### config.mk
export PLATFORM = sky130hd
export DESIGN_NAME = sync_gate_ctrl
export DESIGN_NICKNAME = d
export VERILOG_FILES = /design/src/rtl/sync_gate_pkg.sv /design/src/rtl/sync_edge_det.sv /design/src/rtl/sync_cfg_reg.sv /design/src/rtl/sync_gate_ctrl.sv
export SDC_FILE = /design/constraint.sdc
export NUM_CORES = 1
export LEC_CHECK = 0
export BUFFER_PORTS_ARGS = -buffer_cell sky130_fd_sc_hd__buf_2
export CAP_MARGIN = 20
export CORE_AREA = 2 2 39 41
export CTS_CLUSTER_SIZE = 14
export DETAILED_ROUTE_END_ITERATION = 7
export DIE_AREA = 0 0 41 43
export HOLD_SLACK_MARGIN = 0.12
export PLACE_DENSITY = 0.6
export SLEW_MARGIN = 20
export SYNTH_ARGS = -nofsm -noshare
export SYNTH_HDL_FRONTEND = slang
export SYNTH_SLANG_ARGS = --single-unit
### constraint.sdc
create_clock -name clk -period 1.4 [get_ports clk]
set_input_delay 0.21 -clock clk [delete_from_list [all_inputs] [get_ports clk]]
set_output_delay 0.21 -clock clk [all_outputs]
set_load 0.02 [all_outputs]
### src/rtl/sync_gate_pkg.sv
package sync_gate_pkg;

    localparam int CFG_W = 8;

    typedef struct packed {
        logic       mon_en;
        logic [3:0] unused;
        logic       one_shot;
        logic       div_en;
        logic       master;
    } cfg_t;

    localparam logic [CFG_W-1:0] CFG_LIVE_MASK = 8'h87;

    typedef struct packed {
        logic mon;
        logic div;
    } gate_t;

endpackage

### src/rtl/sync_edge_det.sv
module sync_edge_det #(
    parameter int STAGES = 2
) (
    input  logic clk,
    input  logic rst_n,
    input  logic async_i,
    output logic rise_o
);
    localparam int CHAIN_W = STAGES + 1;

    logic [CHAIN_W-1:0] chain_d, chain_q;

    always_comb begin
        chain_d = {chain_q[CHAIN_W-2:0], async_i};
    end

    always_ff @(posedge clk or negedge rst_n) begin
        if (!rst_n) chain_q <= '0;
        else        chain_q <= chain_d;
    end

    assign rise_o = chain_q[STAGES-1] & ~chain_q[STAGES];
endmodule

### src/rtl/sync_cfg_reg.sv
module sync_cfg_reg
    import sync_gate_pkg::*;
(
    input  logic             clk,
    input  logic             rst_n,
    input  logic             wr_i,
    input  logic [CFG_W-1:0] wdata_i,
    input  logic             self_clr_i,
    output cfg_t             cfg_o
);
    cfg_t cfg_d, cfg_q;

    always_comb begin
        cfg_d = cfg_q;
        if (wr_i) begin
            cfg_d = cfg_t'(wdata_i & CFG_LIVE_MASK);
        end else if (self_clr_i) begin
            cfg_d.div_en = 1'b0;
        end
    end

    always_ff @(posedge clk or negedge rst_n) begin
        if (!rst_n) cfg_q <= '0;
        else        cfg_q <= cfg_d;
    end

    assign cfg_o = cfg_q;
endmodule

### src/rtl/sync_gate_ctrl.sv
module sync_gate_ctrl
    import sync_gate_pkg::*;
#(
    parameter int SYNC_STAGES = 2
) (
    input  logic             clk,
    input  logic             rst_n,
    input  logic             ext_sync_i,
    input  logic             cfg_wr_i,
    input  logic [CFG_W-1:0] cfg_wdata_i,
    output logic [CFG_W-1:0] cfg_rdata_o,
    output logic             mon_sync_o,
    output logic             div_sync_o
);
    logic  rise;
    logic  self_clr;
    cfg_t  cfg;
    gate_t gate_d, gate_q;

    sync_edge_det #(.STAGES(SYNC_STAGES)) u_edge (
        .clk     (clk),
        .rst_n   (rst_n),
        .async_i (ext_sync_i),
        .rise_o  (rise)
    );

    sync_cfg_reg u_cfg (
        .clk        (clk),
        .rst_n      (rst_n),
        .wr_i       (cfg_wr_i),
        .wdata_i    (cfg_wdata_i),
        .self_clr_i (self_clr),
        .cfg_o      (cfg)
    );

    always_comb begin
        gate_d.mon = rise & cfg.master & cfg.mon_en;
        gate_d.div = rise & cfg.master & cfg.div_en;
        self_clr   = gate_d.div & cfg.one_shot;
    end

    always_ff @(posedge clk or negedge rst_n) begin
        if (!rst_n) gate_q <= '0;
        else        gate_q <= gate_d;
    end

    assign mon_sync_o  = gate_q.mon;
    assign div_sync_o  = gate_q.div;
    assign cfg_rdata_o = cfg;
endmodule

==> impl_metrics.json <==
{
  "p_per_area_nw_per_um2": 1250,
  "holdPathEnd": "u_cfg.cfg_o[0]$_DFFE_PN0P_",
  "gp_congestion": 0.608,
  "dpl-instance-area_um2": 403,
  "die_w_um": 41,
  "synth_compound_area_share_pct": 2.60,
  "synth_top_family_by_area": "simple AND/OR/NAND/NOR gates",
  "drive_above_1_share_pct": 47.5,
  "routed_wl_um": 592,
  "p_sw_mw": 0.141,
  "syn_area_um2": 337,
  "drt-initial-drc-count": 0,
  "vias": 234,
  "gr-usage-all-layers_pct": 8.74,
  "report.power.total_mw": 0.561,
  "clkLatencyLatePin_ns": 0.25,
  "required_ns": 1.19,
  "p_comb_share_pct": 13.9,
  "clockBufferDepth": 2,
  "p_clk_share_pct": 34.3,
  "grt_pass1_vias": 193,
  "r2r_cells": 2,
  "finish.instance_area_um2": 449,
  "fillers": 143,
  "grt.overflow.total": 0,
  "vias_per_cell": 4.18,
  "yosys_warnings": 0,
  "cts_setup_buffers": 0,
  "clock-sinks": 9,
  "path_clk_slew_ns": 0.06,
  "min_path_cells": 2,
  "cts_hold_buf": 2,
  "hold_viol_final": 0,
  "start_kind": "register",
  "io_buffer_count": 13,
  "path_cells": "buf_2",
  "ys_seq_area_share_pct": 66.9,
  "syn_inst": 22,
  "cts_root_buffer": "clkbuf_4",
  "endpoint_kind": "output pin",
  "core_area_um2": 1380,
  "r2r_end": "u_cfg.cfg_o[1]$_DFFE_PN0P_",
  "drv_slew": 0,
  "internal-power_mw": 0.420,
  "antenna_left": 0,
  "worstPathMaxFanout": 5,
  "setup_viol": 0,
  "cp_num_buf_inv": 1,
  "drcViolationCount": 0,
  "ys_ff_latch": 9,
  "hold_start": "cfg_wdata_i[0]",
  "status": "complete, no violations",
  "min_period_ns": 1.04,
  "start_util_pct": 24.3,
  "routedWlPerCell_um": 10.6,
  "ios": 22,
  "pwr-share-seq_pct": 51.8,
  "p_leak_nw": 0.232,
  "hp-class": "in -> reg",
  "timing.final.crit_share_pct": 74.2,
  "final_nets": 53,
  "fmax_mhz": 962,
  "synthAdderAreaFrac_pct": 0,
  "critical-path-slowest-cell": "dfrtp_1",
  "firstDrtPassIters": 1,
  "avgSynthCellArea_um2": 15.3,
  "muxShareOfSynthArea_pct": 10.0,
  "cts_tree": "yes",
  "ctsHtreeMaxLevel": 1,
  "tns_ns": 0,
  "cts-resized-gates": 0,
  "row_count": 14,
  "area_growth_pct": 33.5,
  "cpPeakStageDelay_ns": 0.40,
  "antenna_found_initial": 0,
  "grt_max_degree": 10,
  "drv_cap": 0,
  "rsz0062_at_grt": "false",
  "fin_worst_skew_ns": 0.0000928,
  "sw_frac_of_total_pct": 25.1,
  "layout_commonest_cell": "buf_2",
  "layout_common_cells": "13 x buf_2, 9 x dfrtp_1, 4 x conb_1",
  "die_area_um2": 1760,
  "reg2reg_from": "u_edge.chain_q[2]$_DFF_PN0_",
  "grt_pass1_wl_um": 897,
  "cts_buffers": 3,
  "crit_start": "u_cfg.cfg_o[0]$_DFFE_PN0P_",
  "irDropWorstVdd_mv": 0.784,
  "synthSimpleGateAreaFrac_pct": 10.4,
  "crit_family": "flip-flops",
  "worstPathArrival_ns": 0.83,
  "rrSetupSlack_ns": 0.57,
  "yosys.cell_types.count": 8,
  "path_class": "reg -> out",
  "fp.dieH_um": 43,
  "yosys.area_share.xor_xnor_pct": 0,
  "n_antenna_cell": 0
}
## layout make-up
class / instances / area, µm² / area share [%]
multi-input combinational: 12 / 92.6 / 20.6
tap: 16 / 20.0 / 4.46
clock buffer: 4 / 26.3 / 5.85
sequential: 9 / 225 / 50.1
timing repair buffer: 15 / 85.1 / 18.9
## sequential cells by signal (all words and copies together), names as in the netlist
signal          count
u_cfg.cfg_o         4
mon_sync_o          1
div_sync_o          1
u_edge.chain_q      3
## power groups by stage
| stage | Combinational (mW) | Sequential, mW | Clock [mW] |
|---|---|---|---|
| after floorplan | 0.0338 | 0.310 | 0 |
| after global placement | 0.0729 | 0.295 | 0 |
| after detailed placement | 0.0744 | 0.295 | 0 |
| after CTS | 0.0789 | 0.291 | 0.203 |
| after global routing | 0.0845 | 0.294 | 0.225 |
| final | 0.0780 | 0.291 | 0.192 |
## logic make-up after synthesis
| group | after synthesis |
|---|---|
| flip-flops | 9 |
| AND/OR/NAND/NOR | 4 |
| buffers and inverters | 4 |
| multiplexers | 3 |
| AO/OA/AOI/OAI | 1 |
| other | 1 |
## worst max path at each step
stage | to | cells past startpoint
floorplan | u_cfg.cfg_o[1]$_DFFE_PN0P_ | 2
global placement | u_cfg.cfg_o[1]$_DFFE_PN0P_ | 2
detailed placement | u_cfg.cfg_o[1]$_DFFE_PN0P_ | 2
CTS | cfg_rdata_o[0] | 1
global route | cfg_rdata_o[2] | 1
finish | cfg_rdata_o[0] | 1
## synthesized netlist by cell type
cell / number / area share, %
a22o_1: 1 / 2.6
and4b_1: 2 / 5.9
nand4b_1: 1 / 2.6
buf_4: 4 / 8.9
nor2b_1: 1 / 1.9
mux2_2: 3 / 10
dfrtp_1: 9 / 67
conb_1: 1 / 1.1
## metrics by stage
step / worst slack (ns) / instances / utilization [%] / hold WS [ns]
final: 0.361 / 56 / 32.5 / 0.190
after global routing: 0.308 / 56 / 32.5 / 0.171
after CTS: 0.347 / 56 / 32.5 / 0.180
after detailed placement: 0.569 / 50 / 29.1 / 0.0696
after global placement: 0.581 / 50 / 29.1 / 0.0663
after floorplan: 0.512 / 25 / - / -0.0856
## layer usage
metal	up-vias	track usage, %	wire [µm]
met3	0	9.42	86
met5	-	0	0
met1	110	9.03	243
li1	107	-	-
met4	0	4.00	0
met2	17	10.9	262
Power figures use the tool's default switching activity.
